File: config.mk
export PLATFORM = sky130hd
export DESIGN_NAME = sdram_burst_rd_seq
export DESIGN_NICKNAME = d
export VERILOG_FILES = /design/src/rtl/sdr_rd_pkg.sv /design/src/rtl/sdr_rd_fsm.sv /design/src/rtl/sdr_rd_cmd.sv /design/src/rtl/sdr_rd_capture.sv /design/src/rtl/sdram_burst_rd_seq.sv
export SDC_FILE = /design/constraint.sdc
export NUM_CORES = 1
export LEC_CHECK = 0
export BUFFER_PORTS_ARGS = -buffer_cell sky130_fd_sc_hd__buf_4
export CORE_ASPECT_RATIO = 1.1
export CORE_MARGIN = 8
export CORE_UTILIZATION = 35
export CTS_CLUSTER_SIZE = 30
export DETAILED_ROUTE_END_ITERATION = 8
export PLACE_DENSITY = 0.61
export SETUP_SLACK_MARGIN = 0.5
export SKIP_CTS_REPAIR_TIMING = 1
export SYNTH_ARGS = -nofsm -noshare
export SYNTH_HDL_FRONTEND = slang
export SYNTH_SLANG_ARGS = --single-unit
File: constraint.sdc
create_clock -name clk -period 9 [get_ports clk]
set_input_delay 1.8 -clock clk [delete_from_list [all_inputs] [get_ports clk]]
set_output_delay 1.8 -clock clk [all_outputs]
set_load 0.005 [all_outputs]
File: src/rtl/sdr_rd_pkg.sv
package sdr_rd_pkg;
  typedef enum logic [2:0] {
    ST_IDLE, ST_ACT, ST_RCDW, ST_RD, ST_CLW, ST_DATA, ST_TPC
  } seq_st_e;

  typedef struct packed {
    logic cs_n;
    logic ras_n;
    logic cas_n;
    logic we_n;
  } sd_cmd_t;

  localparam sd_cmd_t CMD_DESEL = 4'b1111;
  localparam sd_cmd_t CMD_NOP   = 4'b0111;
  localparam sd_cmd_t CMD_ACT   = 4'b0011;
  localparam sd_cmd_t CMD_READ  = 4'b0101;

  // activate-to-read spacing in cycles: 2..4
  function automatic logic [2:0] rcd_cycles(input logic [1:0] code);
    return (code == 2'd3) ? 3'd4 : ({1'b0, code} + 3'd2);
  endfunction

  // CAS latency in cycles: 1..3
  function automatic logic [1:0] cas_cycles(input logic [1:0] code);
    return (code == 2'd0) ? 2'd1 : code;
  endfunction
endpackage

File: src/rtl/sdr_rd_fsm.sv
module sdr_rd_fsm
  import sdr_rd_pkg::*;
#(
  parameter int BEATS = 4,
  parameter int TPC_W = 3
) (
  input  logic             clk,
  input  logic             rst_n,
  input  logic             req_i,
  input  logic [1:0]       rcd_code_i,
  input  logic [1:0]       cl_code_i,
  input  logic [TPC_W-1:0] tpc_code_i,
  output seq_st_e          st_o,
  output logic             accept_o,
  output logic [BEATS-1:0] beat_en_o,
  output logic             ack_o
);
  localparam int BIX_W = (BEATS > 1) ? $clog2(BEATS) : 1;
  localparam int CNT_W = (TPC_W > BIX_W) ? ((TPC_W > 2) ? TPC_W : 2)
                                         : ((BIX_W > 2) ? BIX_W : 2);
  localparam logic [CNT_W-1:0] LAST_BEAT = CNT_W'(BEATS - 1);

  seq_st_e          st_q, st_d;
  logic [CNT_W-1:0] cnt_q, cnt_d;
  logic             ack_q, ack_d;
  logic [1:0]       lat;

  assign lat = cas_cycles(cl_code_i);

  always_comb begin
    st_d  = st_q;
    cnt_d = cnt_q;
    case (st_q)
      ST_IDLE: if (req_i) begin
        st_d  = ST_ACT;
        cnt_d = '0;
      end
      ST_ACT: begin
        st_d  = ST_RCDW;
        cnt_d = CNT_W'(rcd_cycles(rcd_code_i) - 3'd2);
      end
      ST_RCDW: if (cnt_q == '0) st_d = ST_RD;
               else cnt_d = cnt_q - 1'b1;
      ST_RD: if (lat == 2'd1) begin
        st_d  = ST_DATA;
        cnt_d = '0;
      end else begin
        st_d  = ST_CLW;
        cnt_d = CNT_W'(lat - 2'd2);
      end
      ST_CLW: if (cnt_q == '0) begin
        st_d  = ST_DATA;
        cnt_d = '0;
      end else cnt_d = cnt_q - 1'b1;
      ST_DATA: if (cnt_q == LAST_BEAT) begin
        st_d  = ST_TPC;
        cnt_d = CNT_W'(tpc_code_i);
      end else cnt_d = cnt_q + 1'b1;
      ST_TPC: if (cnt_q == '0) st_d = ST_IDLE;
              else cnt_d = cnt_q - 1'b1;
      default: st_d = ST_IDLE;
    endcase
  end

  assign ack_d = (st_q == ST_DATA) && (cnt_q == LAST_BEAT);

  always_ff @(posedge clk or negedge rst_n) begin
    if (!rst_n) begin
      st_q  <= ST_IDLE;
      cnt_q <= '0;
      ack_q <= 1'b0;
    end else begin
      st_q  <= st_d;
      cnt_q <= cnt_d;
      ack_q <= ack_d;
    end
  end

  for (genvar i = 0; i < BEATS; i++) begin : g_beat_en
    assign beat_en_o[i] = (st_q == ST_DATA) && (cnt_q == CNT_W'(i));
  end

  assign st_o     = st_q;
  assign accept_o = (st_q == ST_IDLE) && req_i;
  assign ack_o    = ack_q;

  p_ack_pulse_r7: assert property (@(posedge clk) disable iff (!rst_n)
    ack_q |=> !ack_q);
  p_beat_onehot_r6: assert property (@(posedge clk) disable iff (!rst_n)
    $onehot0(beat_en_o));
  p_tpc_stay_r8: assert property (@(posedge clk) disable iff (!rst_n)
    (st_q == ST_TPC && cnt_q != '0) |=> (st_q == ST_TPC));
  p_busy_hold_r9: assert property (@(posedge clk) disable iff (!rst_n)
    (st_q != ST_IDLE) |=> (st_q != ST_ACT));
endmodule

File: src/rtl/sdr_rd_cmd.sv
module sdr_rd_cmd
  import sdr_rd_pkg::*;
#(
  parameter int BA_W   = 1,
  parameter int ROW_W  = 11,
  parameter int COL_W  = 8,
  parameter int AP_BIT = 10
) (
  input  logic                         clk,
  input  logic                         rst_n,
  input  seq_st_e                      st_i,
  input  logic [BA_W+ROW_W+COL_W-1:0]  addr_q_i,
  output sd_cmd_t                      cmd_o,
  output logic [BA_W-1:0]              ba_o,
  output logic [ROW_W-1:0]             a_o
);
  localparam int RB = COL_W;
  localparam int BB = COL_W + ROW_W;

  logic [ROW_W-1:0] col_word;

  always_comb begin
    col_word         = '0;
    col_word[COL_W-1:0] = addr_q_i[COL_W-1:0];
    col_word[AP_BIT] = 1'b1;
  end

  always_comb begin
    cmd_o = CMD_NOP;
    ba_o  = addr_q_i[BB +: BA_W];
    a_o   = '0;
    case (st_i)
      ST_IDLE: cmd_o = CMD_DESEL;
      ST_ACT: begin
        cmd_o = CMD_ACT;
        a_o   = addr_q_i[RB +: ROW_W];
      end
      ST_RD: begin
        cmd_o = CMD_READ;
        a_o   = col_word;
      end
      default: cmd_o = CMD_NOP;
    endcase
  end

  p_read_ap_r4: assert property (@(posedge clk) disable iff (!rst_n)
    (!cmd_o.cs_n && !cmd_o.cas_n) |-> (a_o[AP_BIT] && cmd_o.we_n));
  p_act_once_r3: assert property (@(posedge clk) disable iff (!rst_n)
    (!cmd_o.cs_n && !cmd_o.ras_n) |=> (cmd_o == CMD_NOP));
endmodule

File: src/rtl/sdr_rd_capture.sv
module sdr_rd_capture #(
  parameter int BEATS = 4,
  parameter int DQ_W  = 64
) (
  input  logic                  clk,
  input  logic                  rst_n,
  input  logic [BEATS-1:0]      beat_en_i,
  input  logic [DQ_W-1:0]       dq_i,
  output logic [BEATS*DQ_W-1:0] data_o
);
  for (genvar i = 0; i < BEATS; i++) begin : g_beat
    logic [DQ_W-1:0] word_q;
    always_ff @(posedge clk or negedge rst_n) begin
      if (!rst_n)            word_q <= '0;
      else if (beat_en_i[i]) word_q <= dq_i;
    end
    assign data_o[i*DQ_W +: DQ_W] = word_q;
  end
endmodule

File: src/rtl/sdram_burst_rd_seq.sv
module sdram_burst_rd_seq
  import sdr_rd_pkg::*;
#(
  parameter int BA_W   = 1,
  parameter int ROW_W  = 11,
  parameter int COL_W  = 8,
  parameter int AP_BIT = 10,
  parameter int DQ_W   = 64,
  parameter int BEATS  = 4,
  parameter int TPC_W  = 3
) (
  input  logic                        clk,
  input  logic                        rst_n,
  input  logic                        req_i,
  input  logic [BA_W+ROW_W+COL_W-1:0] addr_i,
  input  logic [1:0]                  rcd_code_i,
  input  logic [1:0]                  cl_code_i,
  input  logic [TPC_W-1:0]            tpc_code_i,
  output logic                        rdy_o,
  output logic                        ack_o,
  output logic [BEATS*DQ_W-1:0]       rd_data_o,
  output logic                        sd_cs_n_o,
  output logic                        sd_ras_n_o,
  output logic                        sd_cas_n_o,
  output logic                        sd_we_n_o,
  output logic [BA_W-1:0]             sd_ba_o,
  output logic [ROW_W-1:0]            sd_a_o,
  input  logic [DQ_W-1:0]             sd_dq_i
);
  localparam int AW = BA_W + ROW_W + COL_W;

  logic             rst_m_q, rst_s_q;
  seq_st_e          st;
  logic             accept;
  logic [BEATS-1:0] beat_en;
  logic [AW-1:0]    addr_q;
  sd_cmd_t          cmd;

  // reset released synchronously
  always_ff @(posedge clk or negedge rst_n) begin
    if (!rst_n) begin
      rst_m_q <= 1'b0;
      rst_s_q <= 1'b0;
    end else begin
      rst_m_q <= 1'b1;
      rst_s_q <= rst_m_q;
    end
  end

  always_ff @(posedge clk or negedge rst_s_q) begin
    if (!rst_s_q)    addr_q <= '0;
    else if (accept) addr_q <= addr_i;
  end

  sdr_rd_fsm #(.BEATS(BEATS), .TPC_W(TPC_W)) u_fsm (
    .clk(clk), .rst_n(rst_s_q), .req_i(req_i),
    .rcd_code_i(rcd_code_i), .cl_code_i(cl_code_i), .tpc_code_i(tpc_code_i),
    .st_o(st), .accept_o(accept), .beat_en_o(beat_en), .ack_o(ack_o)
  );

  sdr_rd_cmd #(.BA_W(BA_W), .ROW_W(ROW_W), .COL_W(COL_W), .AP_BIT(AP_BIT)) u_cmd (
    .clk(clk), .rst_n(rst_s_q), .st_i(st), .addr_q_i(addr_q),
    .cmd_o(cmd), .ba_o(sd_ba_o), .a_o(sd_a_o)
  );

  sdr_rd_capture #(.BEATS(BEATS), .DQ_W(DQ_W)) u_cap (
    .clk(clk), .rst_n(rst_s_q), .beat_en_i(beat_en),
    .dq_i(sd_dq_i), .data_o(rd_data_o)
  );

  assign rdy_o      = (st == ST_IDLE);
  assign sd_cs_n_o  = cmd.cs_n;
  assign sd_ras_n_o = cmd.ras_n;
  assign sd_cas_n_o = cmd.cas_n;
  assign sd_we_n_o  = cmd.we_n;

  p_idle_desel_r1: assert property (@(posedge clk) disable iff (!rst_s_q)
    rdy_o |-> sd_cs_n_o);
  p_accept_act_r1: assert property (@(posedge clk) disable iff (!rst_s_q)
    (rdy_o && req_i) |=> (!sd_cs_n_o && !sd_ras_n_o && sd_cas_n_o));
  p_ack_busy_r8: assert property (@(posedge clk) disable iff (!rst_s_q)
    ack_o |-> (!rdy_o && sd_ras_n_o && sd_cas_n_o));
endmodule

==> run_results.csv, run 1 <==
group,metric,value,unit
run_status,outcome,"complete, no violations",
routing,vias,7040,
timing,setup_ws,4.914,ns
routing,drtIter0Drc,213,
global_routing,grt_overflow,0,
placed_design,pre_cts_slack,5.479,ns
timing,relSlewSlack,22.34,%
setup_path,r2r_cells,4,
power_and_ir_drop,p_leak,7.284,nW
setup_path,startpoint,"u_fsm.st_o[1]",
clock_network,cts.root.buffer_cell,"clkbuf_16",
setup_path,worstPathArrival,2.29,ns
clock_network,clk_pin_slew,0.06,ns
timing,timing.final.crit_share,45.40,%
timing,finalWorstPathRequiredPeriod,4.086,ns
power_and_ir_drop,powerDensity,374.1,nW/um2
setup_path,rrSetupSlack,5.75,ns
floorplanning,die_h,202.7,um
final_layout,n_antenna_cell,0,
timing,finalSetupViolCount,0,
setup_path,cp-start-kind,"flop",
logic_synthesis,synthCells,690,
final_layout,final_cell_mix,"372 x buf_4, 284 x dfrtp_1, 264 x mux2_2, 31 x clkbuf_16",
timing,final_hold_viol_count,0,
final_layout,drive_gt1_share,64.01,%
hold_path,min_from,"rst_m_q",
global_routing,antenna_found_initial,0,
logic_synthesis,synth_ff_type,"dfrtp_1",
logic_synthesis,synth_seq_cells,285,
logic_synthesis,yosysUniqueCellTypes,39,
floorplanning,core_area,31310,um2
clock_network,cts.path.max_buffers,3,
hold_path,hold_path_class,"reg -> reg",
timing,fmax,244.7,MHz
floorplanning,ios,368,
routing,via_per_inst,4.690,
timing,worst_slew_pin_slew,1.162,ns
clock_network,clk_latency,0.55,ns
final_layout,nets,1157,
setup_path,path_class,"reg -> out",
logic_synthesis,syn_area_per_cell,16.08,um2
routing,routedWlPerCell,20.06,um
placed_design,port-buffer-count,366,
floorplanning,die_width,185.8,um
logic_synthesis,synth_area,11100,um2
clock_network,cts_buffers,31,
placed_design,dpl_cell_area,14200,um2
power_and_ir_drop,peakVddDrop,0.2036,mV
routing,ant_nets,0,
setup_path,critPathSlowestCell,"dfrtp_1",
setup_path,crit_path_end_kind,"output port",
clock_network,htreeDepth,1,
timing,rsz0062_at_grt,"no",
hold_path,hold_depth,0,
placed_design,place_hpwl,21070,um
final_layout,final_common_cell,"buf_4",
timing,skew,0.01858,ns
logic_synthesis,ys_warn_count,0,
setup_path,path_cells,"inv_1, and3_1, buf_4",
setup_path,critPathMaxStageDelay,1.01,ns
setup_path,r2r_start,"u_fsm.st_o[1]",
final_layout,fin_area,15230,um2
global_routing,grt_use_total,15.52,%
routing,drt_pre_antenna_iters,4,
clock_network,cts_tree,"done",
floorplanning,die_area,37660,um2
timing,slew_viol_final,0,
routing,wl,30110,um
logic_synthesis,synth-edff-count,0,
final_layout,area_delta_synth_final,37.25,%
global_routing,grt_max_degree,82,
setup_path,crit_required,7.20,ns
logic_synthesis,ys_seq_area_share,64.28,%
clock_network,clock-sinks,285,
placed_design,place.gp.congestion,0.7905,
logic_synthesis,async_reset_ff_share,100.0,%
floorplanning,row_count,68,
global_routing,grt_pass1_wl,46370,um
floorplanning,start_util,35.44,%
timing,finalSetupTns,0,ns
setup_path,path_max_fanout,28,
run,maxCapViolations,0,
global_routing,grt_pass1_vias,7635,
routing,drc,0,
==> final timing paths <==
kind                                              endpoint
worst max register to register   u_cap.g_beat[3].word_q[5]
worst min-delay path                               rst_s_q
max in group asynchronous       u_cap.g_beat[3].word_q[21]
worst max-delay path                             sd_a_o[8]
worst min register to register                     rst_s_q
min in group asynchronous        u_cap.g_beat[1].word_q[7]
==> metrics by stage <==
stage | total power, mW | utilization [%] | hold WS [ns] | cells
after global routing | 6.073 | 48.64 | 0.3486 | 1501
after CTS | 5.808 | 48.64 | 0.3417 | 1501
after global placement | 4.464 | 45.36 | 0.3383 | 1445
after floorplan | 3.184 | - | 0.3311 | 691
after detailed placement | 4.509 | 45.36 | 0.3428 | 1445
final | 5.697 | 48.64 | 0.3422 | 1501
==> routing by layer <==
layer  up-vias  track usage, %  wire (um)
met5         -               0          0
met4         0           3.207        468
met3        30           6.437       3432
met2       263           25.45      14310
met1      3579           18.90      11900
li1       3168               -          -
==> state kept, by name, indices dropped and copies added, names as in the netlist <==
name	cells
addr_q	20
u_fsm.st_o	3
u_cap.g_beat.word_q	256
rst_s_q	1
u_fsm.ack_o	1
rst_m_q	1
u_fsm.cnt_q	3
==> power by group <==
part | internal [mW] | switching, mW | total, mW
clock | 0.766 | 0.498 | 1.26
sequential | 1.92 | 0.393 | 2.32
combinational | 1.34 | 0.773 | 2.12
total | 4.03 | 1.66 | 5.70
==> kinds of logic (layout without fill, tap and decap cells) <==
family | after synthesis | after routing | synth area share, %
adder cells (fa/ha/maj) | 5 | 5 | 0.5638
AND/OR/NAND/NOR | 43 | 43 | 2.097
AO/OA/AOI/OAI | 23 | 23 | 1.443
buffers and inverters | 43 | 433 | 2.300
XOR/XNOR | 1 | 1 | 0.07895
multiplexers | 289 | 289 | 29.21
other | 1 | 2 | 0.03380
flip-flops | 285 | 285 | 64.28
==> cell type report <==
type | count | area, um2
Timing Repair Buffer | 372 | 2793
Fill cell | 2824 | 16080
Clock buffer | 44 | 884.6
Multi-Input combinational cell | 363 | 3730
Inverter | 5 | 18.77
Sequential cell | 285 | 7136
Tap cell | 420 | 525.5
Clock inverter | 12 | 141.4
==> synth_stat cells, types with 2 or more instances <==
cell	n	area (um2)
o21ai_0	5	25.02
inv_1	5	18.77
nand3_1	2	10.01
buf_4	6	45.04
a22o_1	2	17.52
dfrtp_1	285	7132
a21oi_1	5	25.02
nor3_1	3	15.01
a211oi_1	3	22.52
nand2_1	7	26.28
mux2i_1	11	110.1
buf_2	21	105.1
mux2_2	264	2973
nor2_1	15	56.30
buf_6	6	67.56
nand2_2	2	12.51
nor2b_1	2	12.51
clkbuf_1	4	15.01
nand2b_1	4	25.02
and3_1	2	12.51
mux2_1	14	157.7
ha_1	5	62.56
==> worst max-delay path, delay by kind of cell (launching register included) <==
kind | cells | cell delay, ns
flops | 1 | 1.01
buf+inv | 2 | 0.47
simple gates | 1 | 0.25
(Power assumes the default switching activity.)
==> run 2, diff against run 1 <==
--- a/config.mk
+++ b/config.mk
@@ -5,13 +5,14 @@
 export SDC_FILE = /design/constraint.sdc
 export NUM_CORES = 1
 export LEC_CHECK = 0
+export ABC_AREA = 1
 export BUFFER_PORTS_ARGS = -buffer_cell sky130_fd_sc_hd__buf_4
 export CORE_ASPECT_RATIO = 1.1
 export CORE_MARGIN = 8
 export CORE_UTILIZATION = 35
 export CTS_CLUSTER_SIZE = 30
 export DETAILED_ROUTE_END_ITERATION = 8
-export PLACE_DENSITY = 0.61
+export PLACE_DENSITY = 0.6
 export SETUP_SLACK_MARGIN = 0.5
 export SKIP_CTS_REPAIR_TIMING = 1
 export SYNTH_ARGS = -nofsm -noshare
==> constraint.sdc (replaced) <==
create_clock -name clk -period 3.7 [get_ports clk]
set_input_delay 0.74 -clock clk [delete_from_list [all_inputs] [get_ports clk]]
set_output_delay 0.74 -clock clk [all_outputs]
set_load 0.005 [all_outputs]
==> run 2 against run 1 <==
- combinational power rose by 140%
- sequential cell count did not move
- sequential power rose by 130%
- design area rose by 3.2%
- clock skew fell by 0.0085 ns
- critical path type unchanged
- critical endpoint is now sd_a_o[1]
==> run_results.csv, run 2 <==
group,metric,value,unit
final_layout,final_common_cell,"nand2_1",
power_and_ir_drop,powerDensity,865.7,nW/um2
placed_design,dpl_cell_area,14700,um2
logic_synthesis,synth_seq_cells,285,
final_layout,largest_reg_flops,256,
logic_synthesis,netlist.area_leader.share,60.08,%
routing,via_per_inst,4.861,
setup_path,crit_required,2.96,ns
logic_synthesis,synth_area,11870,um2
global_routing,antenna_found_initial,0,
clock_network,cts.path.max_buffers,3,
floorplanning,core_area,33370,um2
logic_synthesis,ys_seq_area_share,60.08,%
final_layout,largestRegisters,"u_cap.g_beat.word_q x256, addr_q x20",
final_layout,n_antenna_cell,0,
routing,drt_pre_antenna_iters,5,
global_routing,grt_use_total,19.42,%
setup_path,path_max_fanout,13,
setup_path,critPathSlowestCell,"dfrtp_1",
logic_synthesis,yosysUniqueCellTypes,27,
placed_design,place.gp.congestion,0.8227,
timing,slew_viol_final,0,
placed_design,port-buffer-count,366,
final_layout,nets,1748,
routing,ant_nets,0,
clock_network,cts.root.buffer_cell,"clkbuf_16",
routing,wl,39840,um
clock_network,clock-sinks,285,
hold_path,hold_path_class,"reg -> reg",
final_layout,regMostFlops,"u_cap.g_beat.word_q",
global_routing,grt_pass1_wl,62410,um
timing,relSlewSlack,27.19,%
logic_synthesis,syn_area_per_cell,8.980,um2
timing,final_hold_viol_count,0,
floorplanning,die_area,40080,um2
final_layout,fin_area,15710,um2
clock_network,clk_latency,0.55,ns
timing,skew,0.01010,ns
clock_network,cts_tree,"done",
floorplanning,die_h,209.2,um
placed_design,place_hpwl,26470,um
setup_path,crit_end,"sd_a_o[1]",
setup_path,r2r_start,"u_fsm.st_o[2]",
routing,drtIter0Drc,604,
timing,whs,0.3540,ns
power_and_ir_drop,p_leak,7.098,nW
logic_synthesis,synthCells,1322,
routing,routedWlPerCell,18.92,um
timing,finalWorstPathRequiredPeriod,2.882,ns
run,maxCapViolations,0,
timing,rsz0062_at_grt,"no",
logic_synthesis,synth_area_leader_cell,"dfrtp_1",
global_routing,grt_max_degree,195,
logic_synthesis,ys_warn_count,0,
placed_design,pre_cts_slack,1.211,ns
logic_synthesis,synth.area.top_cells,"dfrtp_1 60%, nand2_1 18%, o21ai_1 9.7%",
final_layout,n_fill_cell,3247,
clock_network,cts_buffers,30,
clock_network,clk_pin_slew,0.06,ns
floorplanning,row_count,70,
setup_path,rrSetupSlack,1.10,ns
logic_synthesis,async_reset_ff_share,100.0,%
setup_path,path_cells,"inv_2, nand3_1, o21ai_0, buf_4",
global_routing,grt_pass1_vias,10660,
setup_path,cp-start-kind,"flop",
timing,timing.final.crit_share,77.88,%
setup_path,startpoint,"u_fsm.st_o[2]",
final_layout,area_delta_synth_final,32.35,%
logic_synthesis,synthMostInstantiatedCell,"nand2_1",
routing,drc,0,
clock_network,htreeDepth,1,
logic_synthesis,synth-edff-count,0,
setup_path,worstPathArrival,2.14,ns
setup_path,critPathMaxStageDelay,0.47,ns
timing,worst_slew_pin_slew,1.092,ns
setup_path,r2r_cells,6,
placed_design,dp.cells,2048,
setup_path,path_class,"reg -> out",
routing,vias,10230,
run_status,outcome,"complete, no violations",
logic_synthesis,yosys-top-cells-count,"571 x nand2_1, 285 x dfrtp_1, 231 x o21ai_1",
timing,fmax,347.0,MHz
timing,finalSetupTns,0,ns
global_routing,grt_overflow,0,
power_and_ir_drop,peakVddDrop,0.4510,mV
final_layout,drive_gt1_share,26.90,%
logic_synthesis,synth_ff_type,"dfrtp_1",
setup_path,crit_path_end_kind,"output port",
floorplanning,die_width,191.6,um
final_layout,post_layout_nonfiller_instances,2105,
timing,finalSetupViolCount,0,
floorplanning,ios,368,
setup_path,r2r_end,"u_cap.g_beat[1].word_q[23]",
timing,setup_ws,0.8183,ns
floorplanning,start_util,35.58,%
final_layout,final_cell_mix,"569 x nand2_1, 382 x buf_4, 284 x dfrtp_1, 231 x o21ai_1, 37 x o21ai_0",
## run 2: area by class of cell
class                      count  area (um2)  area share, %
tap                          432       540.5          3.440
sequential                   285        7136          45.42
inverter                      23       98.84         0.6291
timing repair buffer         385        2918          18.57
clock inverter                13       123.9         0.7884
clock buffer                  43       880.8          5.606
multi-input combinational    924        4014          25.55
## run 2: per-layer routing
metal / part of all wire [%] / wire, um / global-route usage [%]
met1: 43 / 17070 / 25.29
met4: 1.9 / 742 / 4.382
met5: 0 / 0 / 0
met2: 48 / 19280 / 32.42
met3: 6.9 / 2741 / 4.447
## run 2: cells by family after synthesis
family                     Yosys count  share of synthesized area, %
AOI/OAI and AO/OA                  279                         11.76
and+or+nand+nor                    637                         21.30
adders and majority gates            5                        0.5270
buffers and inverters              114                         6.229
xor gates and xnor gates             1                       0.07379
DFF                                285                         60.08
other                                1                       0.03159
## run 2: metrics by stage
stage          power (mW)  utilization, %
6_report            13.60           47.08
3_5_place_dp        10.72           44.04
2_1_floorplan       7.545               -
3_3_place_gp        10.61           44.04
5_1_grt             14.55           47.08
4_1_cts             13.80           47.05
## run 2: power breakdown
part           total, mW  switching (mW)  leakage, nW  internal (mW)
clock               3.03            1.24        0.496           1.79
combinational       5.19            2.78         3.49           2.41
sequential          5.38           0.873         3.11           4.51
## run 2: worst min path at each step
stage            start  cells after the start       to  slack, ns
2_1_floorplan  rst_m_q                      0  rst_s_q       0.33
3_3_place_gp   rst_m_q                      0  rst_s_q       0.34
3_5_place_dp   rst_m_q                      0  rst_s_q       0.34
4_1_cts          rst_n                      1  rst_s_q      -0.07
5_1_grt        rst_m_q                      0  rst_s_q       0.37
6_report       rst_m_q                      0  rst_s_q       0.35
## run 2: worst max-delay path: cells and delay by family (launching register included)
kind | cells | cell delay [ns]
compound gates | 1 | 0.35
buf+inv | 2 | 0.42
flops | 1 | 0.47
simple gates | 1 | 0.35
